**config.mk**
```make
export PLATFORM = sky130hd
export DESIGN_NAME = edo_dram_ctrl
export DESIGN_NICKNAME = d
export VERILOG_FILES = /design/src/rtl/edoPkg.sv /design/src/rtl/edoCtrl.sv /design/src/rtl/edoDatapath.sv /design/src/rtl/edo_dram_ctrl.sv
export SDC_FILE = /design/constraint.sdc
export NUM_CORES = 1
export LEC_CHECK = 0
export CORE_MARGIN = 4
export CORE_UTILIZATION = 49
export CTS_CLUSTER_SIZE = 20
export DETAILED_ROUTE_END_ITERATION = 8
export PLACE_DENSITY = 0.91
export RECOVER_POWER = 100
export SKIP_LAST_GASP = 1
export SYNTH_ARGS = -nofsm -noshare
export SYNTH_HDL_FRONTEND = slang
export SYNTH_SLANG_ARGS = --single-unit
```
**constraint.sdc**
```tcl
create_clock -name clk -period 3.65 [get_ports clk]
set_clock_uncertainty 0.05 [all_clocks]
set_input_delay 0.73 -clock clk [delete_from_list [all_inputs] [get_ports clk]]
set_output_delay 0.73 -clock clk [all_outputs]
set_load 0.01 [all_outputs]
```
**src/rtl/edoPkg.sv**
```systemverilog
package edoPkg;

  typedef struct packed {
    logic latch;      // capture request fields
    logic selCol;     // address bus shows column
    logic driveData;  // data bus enabled
    logic capture;    // sample read data on this edge
  } dpStrobeT;

  typedef enum logic [2:0] {
    ST_INIT, ST_IDLE, ST_REFCAS, ST_REFRAS, ST_PRECH, ST_ROW, ST_COL
  } stateT;

  function automatic int ceilCyc(input int ns, input int clkNs);
    return (ns + clkNs - 1) / clkNs;
  endfunction

  function automatic int maxOf(input int a, input int b);
    return (a > b) ? a : b;
  endfunction

endpackage

```
**src/rtl/edoCtrl.sv**
```systemverilog
module edoCtrl
  import edoPkg::*;
#(
  parameter int CLK_NS    = 10,
  parameter int INIT_NS   = 200000,
  parameter int REF_NS    = 15600,
  parameter int INIT_REFS = 8,
  parameter int T_CSR_NS  = 5,
  parameter int T_CHR_NS  = 10,
  parameter int T_RAS_NS  = 60,
  parameter int T_RCD_NS  = 20,
  parameter int T_CAC_NS  = 15,
  parameter int T_RAC_NS  = 60,
  parameter int T_RP_NS   = 45,
  parameter int LANES     = 4
) (
  input  logic             clk,
  input  logic             rstN,
  input  logic             reqValid,
  output logic             reqReady,
  input  logic             reqWe,
  input  logic [LANES-1:0] reqBe,
  output logic             rasN,
  output logic [LANES-1:0] casN,
  output logic             weN,
  output dpStrobeT         strobe
);

  localparam int INIT_CYC = ceilCyc(INIT_NS, CLK_NS);
  localparam int REF_CYC  = ceilCyc(REF_NS, CLK_NS);
  localparam int CSR_CYC  = maxOf(ceilCyc(T_CSR_NS, CLK_NS), 1);
  localparam int RRAS_CYC = maxOf(ceilCyc(T_RAS_NS, CLK_NS), ceilCyc(T_CHR_NS, CLK_NS));
  localparam int RCD_CYC  = maxOf(ceilCyc(T_RCD_NS, CLK_NS), 1);
  localparam int COL_CYC  = maxOf(ceilCyc(T_CAC_NS, CLK_NS), ceilCyc(T_RAC_NS, CLK_NS) - RCD_CYC);
  localparam int RP_CYC   = maxOf(ceilCyc(T_RP_NS, CLK_NS), 1);
  localparam int CNT_W    = $clog2(INIT_CYC + 1);
  localparam int TMR_W    = $clog2(REF_CYC + 1);
  localparam int IREF_W   = $clog2(INIT_REFS + 1);

  stateT                 state;
  logic [CNT_W-1:0]      cnt;
  logic [TMR_W-1:0]      refTimer;
  logic                  refPending;
  logic [IREF_W-1:0]     initRefs;
  logic                  initDone;
  logic                  isWrite;
  logic [LANES-1:0]      beQ;
  logic                  cntZero;
  logic                  refStart;
  logic                  accept;

  assign initDone = (initRefs == IREF_W'(INIT_REFS));
  assign cntZero  = (cnt == '0);
  assign refStart = (state == ST_IDLE) && (!initDone || refPending);
  assign reqReady = (state == ST_IDLE) && initDone && !refPending;
  assign accept   = reqReady && reqValid;

  // refresh interval timer, free running from reset
  always_ff @(posedge clk) begin
    if (!rstN) begin
      refTimer   <= '0;
      refPending <= 1'b0;
    end else begin
      if (refTimer == TMR_W'(REF_CYC - 1)) begin
        refTimer   <= '0;
        refPending <= 1'b1;
      end else begin
        refTimer <= refTimer + 1'b1;
        if (refStart) refPending <= 1'b0;
      end
    end
  end

  always_ff @(posedge clk) begin
    if (!rstN) begin
      state    <= ST_INIT;
      cnt      <= CNT_W'(INIT_CYC - 1);
      initRefs <= '0;
      isWrite  <= 1'b0;
      beQ      <= '0;
    end else begin
      if (!cntZero) cnt <= cnt - 1'b1;
      unique case (state)
        ST_INIT: if (cntZero) state <= ST_IDLE;
        ST_IDLE: begin
          if (refStart) begin
            state <= ST_REFCAS;
            cnt   <= CNT_W'(CSR_CYC - 1);
            if (!initDone) initRefs <= initRefs + 1'b1;
          end else if (accept) begin
            state   <= ST_ROW;
            cnt     <= CNT_W'(RCD_CYC - 1);
            isWrite <= reqWe;
            beQ     <= reqBe;
          end
        end
        ST_REFCAS: if (cntZero) begin state <= ST_REFRAS; cnt <= CNT_W'(RRAS_CYC - 1); end
        ST_REFRAS: if (cntZero) begin state <= ST_PRECH;  cnt <= CNT_W'(RP_CYC - 1);   end
        ST_ROW:    if (cntZero) begin state <= ST_COL;    cnt <= CNT_W'(COL_CYC - 1);  end
        ST_COL:    if (cntZero) begin state <= ST_PRECH;  cnt <= CNT_W'(RP_CYC - 1);   end
        ST_PRECH:  if (cntZero) state <= ST_IDLE;
        default:   state <= ST_IDLE;
      endcase
    end
  end

  always_comb begin
    rasN = !(state inside {ST_ROW, ST_COL, ST_REFRAS});
    weN  = !(isWrite && (state inside {ST_ROW, ST_COL}));
    if (state inside {ST_REFCAS, ST_REFRAS}) casN = '0;
    else if (state == ST_COL)                casN = isWrite ? ~beQ : '0;
    else                                     casN = '1;
    strobe.latch     = accept;
    strobe.selCol    = (state == ST_COL);
    strobe.driveData = isWrite && (state inside {ST_ROW, ST_COL});
    strobe.capture   = (state == ST_COL) && cntZero && !isWrite;
  end

  // no handshake before initialisation completes
  a_r3_ready_after_init: assert property (@(posedge clk) disable iff (!rstN)
    reqReady |-> initDone);
  // column strobes already low when a refresh row strobe falls, write strobe high
  a_r5_cbr_order: assert property (@(posedge clk) disable iff (!rstN)
    ($fell(rasN) && casN == '0 && $past(casN) == '0) |-> (weN && $past(weN)));
  // write strobe low before column strobes fall
  a_r6_early_write: assert property (@(posedge clk) disable iff (!rstN)
    (casN != '1 && $past(casN) == '1 && !weN) |-> $past(!weN));
  // reads open all lanes
  a_r4_read_all_lanes: assert property (@(posedge clk) disable iff (!rstN)
    (!rasN && casN != '1 && weN) |-> casN == '0);
  // no acceptance while a row is open
  a_r9_busy_not_ready: assert property (@(posedge clk) disable iff (!rstN)
    !rasN |-> !reqReady);

endmodule

```
**src/rtl/edoDatapath.sv**
```systemverilog
module edoDatapath
  import edoPkg::*;
#(
  parameter int ROW_W  = 12,
  parameter int COL_W  = 10,
  parameter int DATA_W = 32
) (
  input  logic                     clk,
  input  logic                     rstN,
  input  dpStrobeT                 strobe,
  input  logic [ROW_W+COL_W-1:0]   reqAddr,
  input  logic [DATA_W-1:0]        reqWdata,
  output logic [ROW_W-1:0]         dramAddr,
  output logic [DATA_W-1:0]        dramDqOut,
  output logic                     dramDqOe,
  input  logic [DATA_W-1:0]        dramDqIn,
  output logic                     rspValid,
  output logic [DATA_W-1:0]        rspData
);

  logic [ROW_W-1:0]  rowQ;
  logic [COL_W-1:0]  colQ;
  logic [DATA_W-1:0] wdataQ;

  always_ff @(posedge clk) begin
    if (!rstN) begin
      rowQ     <= '0;
      colQ     <= '0;
      wdataQ   <= '0;
      rspValid <= 1'b0;
      rspData  <= '0;
    end else begin
      if (strobe.latch) begin
        rowQ   <= reqAddr[ROW_W+COL_W-1:COL_W];
        colQ   <= reqAddr[COL_W-1:0];
        wdataQ <= reqWdata;
      end
      rspValid <= strobe.capture;
      if (strobe.capture) rspData <= dramDqIn;
    end
  end

  generate
    if (ROW_W > COL_W) begin : g_padCol
      assign dramAddr = strobe.selCol ? {{(ROW_W-COL_W){1'b0}}, colQ} : rowQ;
    end else begin : g_fullCol
      assign dramAddr = strobe.selCol ? colQ[ROW_W-1:0] : rowQ;
    end
  endgenerate

  assign dramDqOut = wdataQ;
  assign dramDqOe  = strobe.driveData;

  // read response lasts one cycle
  a_r7_valid_pulse: assert property (@(posedge clk) disable iff (!rstN)
    rspValid |=> !rspValid);

endmodule

```
**src/rtl/edo_dram_ctrl.sv**
```systemverilog
module edo_dram_ctrl
  import edoPkg::*;
#(
  parameter int CLK_NS    = 10,
  parameter int INIT_NS   = 200000,
  parameter int REF_NS    = 15600,
  parameter int INIT_REFS = 8,
  parameter int T_RAC_NS  = 60,
  parameter int T_RP_NS   = 45,
  parameter int ROW_W     = 12,
  parameter int COL_W     = 10,
  parameter int DATA_W    = 32
) (
  input  logic                   clk,
  input  logic                   rstN,
  input  logic                   reqValid,
  output logic                   reqReady,
  input  logic [ROW_W+COL_W-1:0] reqAddr,
  input  logic                   reqWe,
  input  logic [DATA_W/8-1:0]    reqBe,
  input  logic [DATA_W-1:0]      reqWdata,
  output logic                   rspValid,
  output logic [DATA_W-1:0]      rspData,
  output logic                   dramRasN,
  output logic [DATA_W/8-1:0]    dramCasN,
  output logic                   dramWeN,
  output logic [ROW_W-1:0]       dramAddr,
  output logic [DATA_W-1:0]      dramDqOut,
  output logic                   dramDqOe,
  input  logic [DATA_W-1:0]      dramDqIn
);

  localparam int LANES = DATA_W / 8;

  dpStrobeT strobe;

  edoCtrl #(
    .CLK_NS(CLK_NS), .INIT_NS(INIT_NS), .REF_NS(REF_NS), .INIT_REFS(INIT_REFS),
    .T_RAC_NS(T_RAC_NS), .T_RP_NS(T_RP_NS), .LANES(LANES)
  ) u_ctrl (
    .clk(clk), .rstN(rstN), .reqValid(reqValid), .reqReady(reqReady),
    .reqWe(reqWe), .reqBe(reqBe), .rasN(dramRasN), .casN(dramCasN),
    .weN(dramWeN), .strobe(strobe)
  );

  edoDatapath #(.ROW_W(ROW_W), .COL_W(COL_W), .DATA_W(DATA_W)) u_dp (
    .clk(clk), .rstN(rstN), .strobe(strobe), .reqAddr(reqAddr), .reqWdata(reqWdata),
    .dramAddr(dramAddr), .dramDqOut(dramDqOut), .dramDqOe(dramDqOe),
    .dramDqIn(dramDqIn), .rspValid(rspValid), .rspData(rspData)
  );

  // the bus is driven only together with the write strobe
  a_r6_oe_write_only: assert property (@(posedge clk) disable iff (!rstN)
    dramDqOe |-> !dramWeN);

endmodule

```
**Yosys cells after proc, flatten, opt, wreduce, memory -nomap -nowiden**

Index checks and enable logic that the tools add are counted.

- Register bits: 126
- Output and inout bits: 85

- Bitwise gates (word level): 4
- Add/sub/neg operators: 3
- Eq/ne operators: 13
- Reductions and logical operators: 25
- Muxes and demuxes: 20

Operators by type and width:

| kind | number |
|---|---|
| $mux 15 | 6 |
| $pmux 15 s4 | 1 |
| $mux 3 | 6 |
| $logic_not 15->1 | 1 |
| $pmux 3 s5 | 1 |
| $sub 15x1->15 const B | 1 |
| $mux 12 | 1 |
| $mux 4 | 3 |
| $add 11x1->11 const B | 1 |
| $eq 11x11->1 const B | 1 |
| $eq 3x3->1 const B | 3 |
| $ne 2x1->1 const B | 4 |
| $logic_and 1x1->1 | 7 |
| $eq 3x2->1 const B | 2 |
| $reduce_and 3->1 | 2 |
| $reduce_bool 2->1 | 3 |
| $reduce_or 2->1 | 3 |
| $logic_not 1->1 | 5 |
| $reduce_and 5->1 | 1 |
| $add 4x1->4 const B | 1 |
| $eq 4x4->1 const B | 1 |
| $not 4->4 | 1 |
| $eq 3x1->1 const B | 1 |
| $logic_not 3->1 | 1 |
| other kinds (5) | 8 |

**Longest topological paths before layout**

Gate-level depths: netlist of the first run.

- Depth after elaboration: 7
- Mapped depth: 10
- Gate-level depth less buffers: 9

**Modules after synthesis**

From an unflattened synthesis of the first run, not the netlist that was laid out.

- Cell total of the unflattened synthesis: 553
- Area total of the unflattened synthesis: 5659.2 um^2

By module, submodules not included:

| module | cells each | seq. area each (um^2) | area each (um^2) | instances |
|---|---|---|---|---|
| edoDatapath | 293 | 1741.7 | 3497.1 | 1 |
| edoCtrl | 260 | 780.7 | 2162.1 | 1 |

**Least setup slack after synthesis of the first run**

OpenSTA, ideal clock, no wires.

- Path type: reg-to-output
- Start point: reg u_ctrl.state[0]
- End point: out dramAddr[4]
- Slack: 1330 ps
- Cell stages (with the launch flop): 5
- Required time: 2870 ps
- Arrival time: 1540 ps
- Cells stage by stage: dfxtp_1 -> clkbuf_1 -> nand3b_1 -> clkbuf_1 -> mux2_2

- Longest elaborated chain between the ends: 2

Ends and longest elaborated chain:

| element | RTL line | RTL |
|---|---|---|
| start: declaration | edoCtrl.sv:40 | `stateT state;` |
| start signal: assignment | edoCtrl.sv:76 | `state <= ST_INIT;` |
| start signal: assignment | edoCtrl.sv:84 | `ST_INIT: if (cntZero) state <= ST_IDLE;` |
| start signal: assignment | edoCtrl.sv:87 | `state <= ST_REFCAS;` |
| $eq 3x3->1 | edoCtrl.sv:114 | `strobe.selCol = (state == ST_COL);` |
| $mux 12 | edoDatapath.sv:45 | `assign dramAddr = strobe.selCol ? {{(ROW_W-COL_W){1'b0}}, colQ} : rowQ;` |
| end: declaration | edo_dram_ctrl.sv:27 | `output logic [ROW_W-1:0] dramAddr,` |

No other way between the ends.

**Final worst setup path of the first run**

- Start point: reg u_ctrl.state[2]
- End point: out dramAddr[9]

Same word-level chain as after synthesis.

==> metrics.json, run 1 <==
{
  "nNetsFinal": 909,
  "layout.area.seq_um2": 2520,
  "timing_worst_setup_path_type": "flip-flop to output port",
  "synth.cell_area_um2": 5160,
  "end_kind": "output port",
  "first_pass_grt_wire_length_mm": 24.4,
  "minimum_clock_period_after_layout_ns": 3.31,
  "finish.cell_count_without_fillers": 958,
  "num_vias": 5180,
  "floorplan.rows": 37,
  "detail_route.first_pass.iterations": 5,
  "global_route.usage.total_pct": 24.0,
  "fraction_of_final_layout_cells_with_drive_strength_greater_than_1_pct": 7.19,
  "yosys_warnings": 0,
  "met2_wirelength_mm": 7.66,
  "power_leakage_uw": 0.00289,
  "worst_setup_hold_path_clk_slew_ns": 0.06,
  "die_w_um": 111,
  "synth_seq_cells": 126,
  "cts_tree": "yes",
  "dr.first_iter.drc_count": 330,
  "finalHoldViolations": 0,
  "cts-htree-levels": 4,
  "timing.final.crit_share_pct": 90.7,
  "cts-buffers-inserted": 17,
  "mapped_cells": 641,
  "placedCellCount": 923,
  "pwr_density_cell_nw_per_um2": 433,
  "highest-signal-layer": "met4",
  "place.detailed.hpwl_mm": 10.2,
  "layout.cells.most_common": "sky130_fd_sc_hd__nand2_1",
  "core_region_area_um2": 10300,
  "hold_buffers": 0,
  "routedLengthMet1_mm": 5.48,
  "maximum_number_of_pins_on_one_net_before_global_route_repair": 61,
  "synth_enable_flop_cells": 0,
  "tightestPinTransition_ns": 1.90,
  "setup-violations-final": 0,
  "cts.sinks": 126,
  "synth_nets": 742,
  "avgViaCountPerCell": 5.41,
  "final_max_tran_viols": 61,
  "clk_path_buf_depth": 2,
  "async_flop_share_pct": 0,
  "synthFlopType": "sky130_fd_sc_hd__dfxtp_1",
  "worst_hold_path_type": "flip-flop to flip-flop",
  "failed_checks": "capacitance limit, slew limit",
  "maximum_frequency_from_static_timing_analysis_ghz": 0.302,
  "synthDistinctLibCells": 47,
  "initial_utilization_pct": 50.2,
  "unrepaired_setup_endpoints_after_global_routing": "no",
  "grt_pass1_vias": 5264,
  "layout-area-overhead-vs-synth_pct": 47.9,
  "clock_tree.root_cell": "sky130_fd_sc_hd__clkbuf_8",
  "port_buffers": 178,
  "grt_antenna_before_repair": 1,
  "synth.yosys.seq_area_share_pct": 48.9,
  "multiInputGateArea_um2": 2420,
  "detail_route.wirelength_mm": 14.9,
  "status": "complete, but fails checks",
  "path_max_fanout": 19,
  "avgSynthCellArea_um2": 8.05,
  "drtAntennaViolNets": 0,
  "crit_arrival_ns": 2.53,
  "worst-endpoint-required_ns": 2.87,
  "die_area_um2": 12200,
  "design.portCount": 179,
  "global_route_overflow": 0,
  "met3WireLength_mm": 1.41,
  "maxCapViolations": 1,
  "post_cts.resized_instances": 0,
  "wire_per_inst_um": 15.6,
  "clk-insertion-delay-late_ns": 0.51,
  "chipHeight_um": 111,
  "tightest_slew_margin_relative_to_the_limit_pct": -26.6,
  "place.gp.congestion": 0.808,
  "final_routed_drc_violation_total": 0,
  "commonest_cells_after_routing_fill_and_taps_aside": "205 x sky130_fd_sc_hd__nand2_1, 126 x sky130_fd_sc_hd__dfxtp_1, 105 x sky130_fd_sc_hd__clkdlybuf4s50_1",
  "timing.critical_path.from_type": "flip-flop",
  "peakVddDrop_mv": 0.344,
  "fin_setup_tns_ns": 0,
  "final.fill_count": 692
}
[repair_timing]
| action | 4_1_cts | 5_1_grt |
|---|---|---|
| setup endpoints to repair | 11 | 0 |
| buffers inserted | 2 | 0 |
| hold endpoints to repair | 0 | 0 |
[Yosys cell counts (5+ instances only)]
cell | n | share of area (%)
sky130_fd_sc_hd__nand4_1 | 7 | 0.85
sky130_fd_sc_hd__clkbuf_1 | 27 | 2.0
sky130_fd_sc_hd__or3_1 | 5 | 0.61
sky130_fd_sc_hd__ha_1 | 7 | 1.7
sky130_fd_sc_hd__inv_1 | 7 | 0.51
sky130_fd_sc_hd__nand3_1 | 7 | 0.68
sky130_fd_sc_hd__dfxtp_1 | 126 | 49
sky130_fd_sc_hd__mux2_2 | 10 | 2.2
sky130_fd_sc_hd__xor2_1 | 12 | 2.0
sky130_fd_sc_hd__o21ai_0 | 16 | 1.6
sky130_fd_sc_hd__buf_2 | 11 | 1.1
sky130_fd_sc_hd__a21oi_1 | 100 | 9.7
sky130_fd_sc_hd__xnor2_1 | 9 | 1.5
sky130_fd_sc_hd__nand2_1 | 206 | 15
sky130_fd_sc_hd__nor2_1 | 28 | 2.0
[cells by family (layout without fill, tap and decap cells)]
family	count (synthesis)	in the layout	share of synthesized area, %
and+or+nand+nor	291	291	24.9
xor gates and xnor gates	21	21	3.56
adders and majority gates	8	8	1.89
buffers and inverters	50	230	4.34
AOI/OAI and AO/OA	131	131	13.4
muxes	14	14	2.96
other	0	1	0
DFF	126	126	48.9
[registers in the layout (all words and copies together) (netlist names)]
| name | cells |
|---|---|
| u_ctrl.isWrite | 1 |
| u_ctrl.cnt | 15 |
| u_ctrl.refPending | 1 |
| u_dp.colQ | 10 |
| u_dp.rowQ | 12 |
| u_ctrl.refTimer | 11 |
| u_ctrl.initRefs | 4 |
| u_dp.rspData | 32 |
| u_dp.dramDqOut | 32 |
| u_dp.rspValid | 1 |
| u_ctrl.beQ | 4 |
| u_ctrl.state | 3 |
[report_power, final]
part	leakage [uW]	internal, uW	switching (uW)
Clock	0.000297	1120	643
Sequential	0.00102	1380	4.88
Combinational	0.00158	100	53.1
Total	0.00289	2600	701
[per-stage QoR]
stage | setup WS [ns] | power (uW) | hold WS, ns | utilization, % | cell area, um2
2_1_floorplan | 1.33 | 1450 | 0.363 | - | 5160
3_3_place_gp | 0.676 | 1560 | 0.375 | 68.2 | 7010
3_5_place_dp | 0.558 | 1570 | 0.393 | 68.2 | 7010
4_1_cts | 0.519 | 3320 | 0.400 | 74.4 | 7650
5_1_grt | 0.192 | 3400 | 0.418 | 74.3 | 7630
6_report | 0.338 | 3300 | 0.396 | 74.3 | 7630
[worst max-delay path, cell delays in order (launching register included)]
cell	delay (ns)
sky130_fd_sc_hd__dfxtp_1	0.68
sky130_fd_sc_hd__nand3b_1	0.13
sky130_fd_sc_hd__clkbuf_2	0.31
sky130_fd_sc_hd__mux2_1	0.40
sky130_fd_sc_hd__clkdlybuf4s50_1	0.50
[metal layers]
layer  track usage (%)  vias up
met3              9.32       37
met4              10.1        0
met2              42.7      266
met1              25.3     2410
li1                  -     2467
met5                 0        -
[worst paths after layout]
kind                         start          endpoint  slack (ns)  cells past startpoint
hold reg to reg   u_dp.rspData[22]  u_dp.rspData[22]        0.40                      2
hold / removal    u_dp.rspData[22]  u_dp.rspData[22]        0.40                      2
setup reg to reg     u_ctrl.cnt[0]   u_dp.rspData[5]        0.72                      8
setup / recovery   u_ctrl.state[2]       dramAddr[9]        0.34                      4
[final cells by class]
type | count | area share, %
Clock inverter | 15 | 2.77
Inverter | 7 | 0.344
Multi-Input combinational cell | 465 | 31.7
Antenna cell | 1 | 0.0328
Clock buffer | 17 | 5.43
Sequential cell | 126 | 33.0
Tap cell | 136 | 2.23
Timing Repair Buffer | 191 | 24.5
Power figures use the tool's default switching activity.
==> run 2: changes to the inputs <==
- HOLD_SLACK_MARGIN: default -> 0.06
- PLACE_DENSITY: 0.91 -> 0.86
==> run 2 against run 1 <==
The flow still finishes with violations (capacitance limit, slew limit). Worst hold slack gained 0.0011 ns. Sequential power barely moved. Final area hardly changed. Critical path type unchanged. Critical endpoint is now dramAddr[5]. Highest routed layer unchanged.
==> metrics.json, run 2 (synthesis gave the netlist of run 1 again) <==
{
  "setup-violations-final": 0,
  "die_w_um": 111,
  "drtAntennaViolNets": 0,
  "cts_tree": "yes",
  "fin_setup_tns_ns": 0,
  "grt_pass1_vias": 4962,
  "worstPathCellList": "nand3b_1, buf_4, mux2_2, dlygate4sd3_1",
  "floorplan.rows": 37,
  "clk_path_buf_depth": 2,
  "power_frac_comb_pct": 4.3,
  "first_pass_grt_wire_length_mm": 23.2,
  "tightest_slew_margin_relative_to_the_limit_pct": -5.69,
  "die_area_um2": 12200,
  "worst_setup_hold_path_clk_slew_ns": 0.06,
  "clk-insertion-delay-late_ns": 0.51,
  "worst-endpoint-required_ns": 2.87,
  "crit_arrival_ns": 2.62,
  "crit_family": "buffers and inverters",
  "power.switching_fraction_pct": 19.3,
  "unrepaired_setup_endpoints_after_global_routing": "no",
  "critPathLaunch": "u_ctrl.state[0]",
  "tightestPinTransition_ns": 1.58,
  "crit_slowest_cell": "sky130_fd_sc_hd__dfxtp_1",
  "failed_checks": "capacitance limit, slew limit",
  "design.portCount": 179,
  "grt_antenna_before_repair": 0,
  "commonest_cells_after_routing_fill_and_taps_aside": "205 x sky130_fd_sc_hd__nand2_1, 126 x sky130_fd_sc_hd__dfxtp_1, 100 x sky130_fd_sc_hd__a21oi_1",
  "r2r-start": "u_ctrl.state[0]",
  "design_power_total_uw": 3470,
  "finalHoldViolations": 0,
  "peakVddDrop_mv": 0.349,
  "layout-area-overhead-vs-synth_pct": 48.0,
  "global_route.usage.total_pct": 22.7,
  "clock_power_share_pct": 55.8,
  "clock_tree.root_cell": "sky130_fd_sc_hd__clkbuf_8",
  "fraction_of_final_layout_cells_with_drive_strength_greater_than_1_pct": 6.14,
  "timing_worst_setup_path_type": "flip-flop to output port",
  "maxCapViolations": 1,
  "initial_utilization_pct": 50.2,
  "final_max_tran_viols": 53,
  "post_cts.resized_instances": 0,
  "port_buffers": 178,
  "status": "complete, but fails checks",
  "switching_power_uw": 669,
  "num_vias": 4986,
  "timing.critical_path.from_type": "flip-flop",
  "detail_route.wirelength_mm": 14.0,
  "dr.first_iter.drc_count": 369,
  "maximum_number_of_pins_on_one_net_before_global_route_repair": 60,
  "nNetsFinal": 902,
  "path_max_fanout": 20,
  "maximum_frequency_from_static_timing_analysis_ghz": 0.294,
  "layout.cells.most_common": "sky130_fd_sc_hd__nand2_1",
  "end_kind": "output port",
  "avgViaCountPerCell": 5.25,
  "global_route_overflow": 0,
  "core_region_area_um2": 10300,
  "critical_path.n_buffers_inverters": 2,
  "worst_hold_path_type": "flip-flop to flip-flop",
  "final_cell_area_um2": 7640,
  "hold_buffers": 0,
  "power_leakage_uw": 0.00290,
  "cts-buffers-inserted": 17,
  "timing.final.crit_share_pct": 93.3,
  "final_routed_drc_violation_total": 0,
  "chipHeight_um": 111,
  "number_of_inserted_diodes": 0,
  "pwr_density_cell_nw_per_um2": 455,
  "crit_path_max_incr_delay_ns": 0.71,
  "cts-htree-levels": 4,
  "internal_power_uw": 2800,
  "minimum_clock_period_after_layout_ns": 3.40,
  "place.gp.congestion": 0.853,
  "place.detailed.hpwl_mm": 9.60,
  "worst_hold_launch": "u_dp.rspData[21]",
  "cts.sinks": 126,
  "wire_per_inst_um": 14.7,
  "detail_route.first_pass.iterations": 5,
  "sequentialPowerShare_pct": 39.9,
  "post_cts.repair.setup_buffers": 0,
  "placed_area_um2": 6980
}
[run 2: worst paths after layout]
check	endpoint	slack [ns]	cells past startpoint
min	u_dp.rspData[21]	0.40	2
max	dramAddr[5]	0.25	4
max reg2reg	u_ctrl.isWrite	0.50	6
min reg2reg	u_dp.rspData[21]	0.40	2
[run 2: final cells by class]
| cell class | instances | area (um2) |
|---|---|---|
| Sequential cell | 126 | 2520 |
| Clock inverter | 13 | 262 |
| Fill cell | 687 | 2640 |
| Multi-Input combinational cell | 465 | 2410 |
| Clock buffer | 19 | 422 |
| Tap cell | 136 | 170 |
| Timing Repair Buffer | 184 | 1820 |
| Inverter | 7 | 26.3 |
[run 2: through the flow]
step | hold WS, ns | utilization, % | setup slack (ns) | cells
global route | 0.421 | 74.3 | 0.120 | 950
CTS | 0.403 | 74.6 | 0.348 | 950
floorplan | 0.363 | - | 1.33 | 641
finish | 0.398 | 74.3 | 0.245 | 950
global placement | 0.373 | 67.9 | 0.986 | 918
detailed placement | 0.389 | 67.9 | 0.793 | 918
[run 2: layer usage]
| metal | up-vias | routed length (um) | GRT usage (%) |
|---|---|---|---|
| li1 | 2458 | - | - |
| met1 | 2290 | 5750 | 25.9 |
| met2 | 221 | 6560 | 37.7 |
| met3 | 17 | 1510 | 10.4 |
| met4 | 0 | 172 | 7.39 |
| met5 | - | 0 | 0 |
[run 2: worst register-to-register path, stage by stage, from the launching register on]
cell                      delay [ns]
sky130_fd_sc_hd__dfxtp_1        0.71
sky130_fd_sc_hd__or3b_2         0.51
sky130_fd_sc_hd__nor2_1         0.23
sky130_fd_sc_hd__and2_1         0.84
sky130_fd_sc_hd__buf_4          0.45
sky130_fd_sc_hd__nand2_1        0.11
sky130_fd_sc_hd__a21oi_1        0.15
[run 2: power by group through the flow]
stage	combinational, uW	sequential, uW	clock (uW)
after global placement	147	1420	0
after CTS	151	1390	1960
after floorplan	37.6	1410	0
final	149	1390	1940
after global routing	160	1390	2030
after detailed placement	149	1420	0
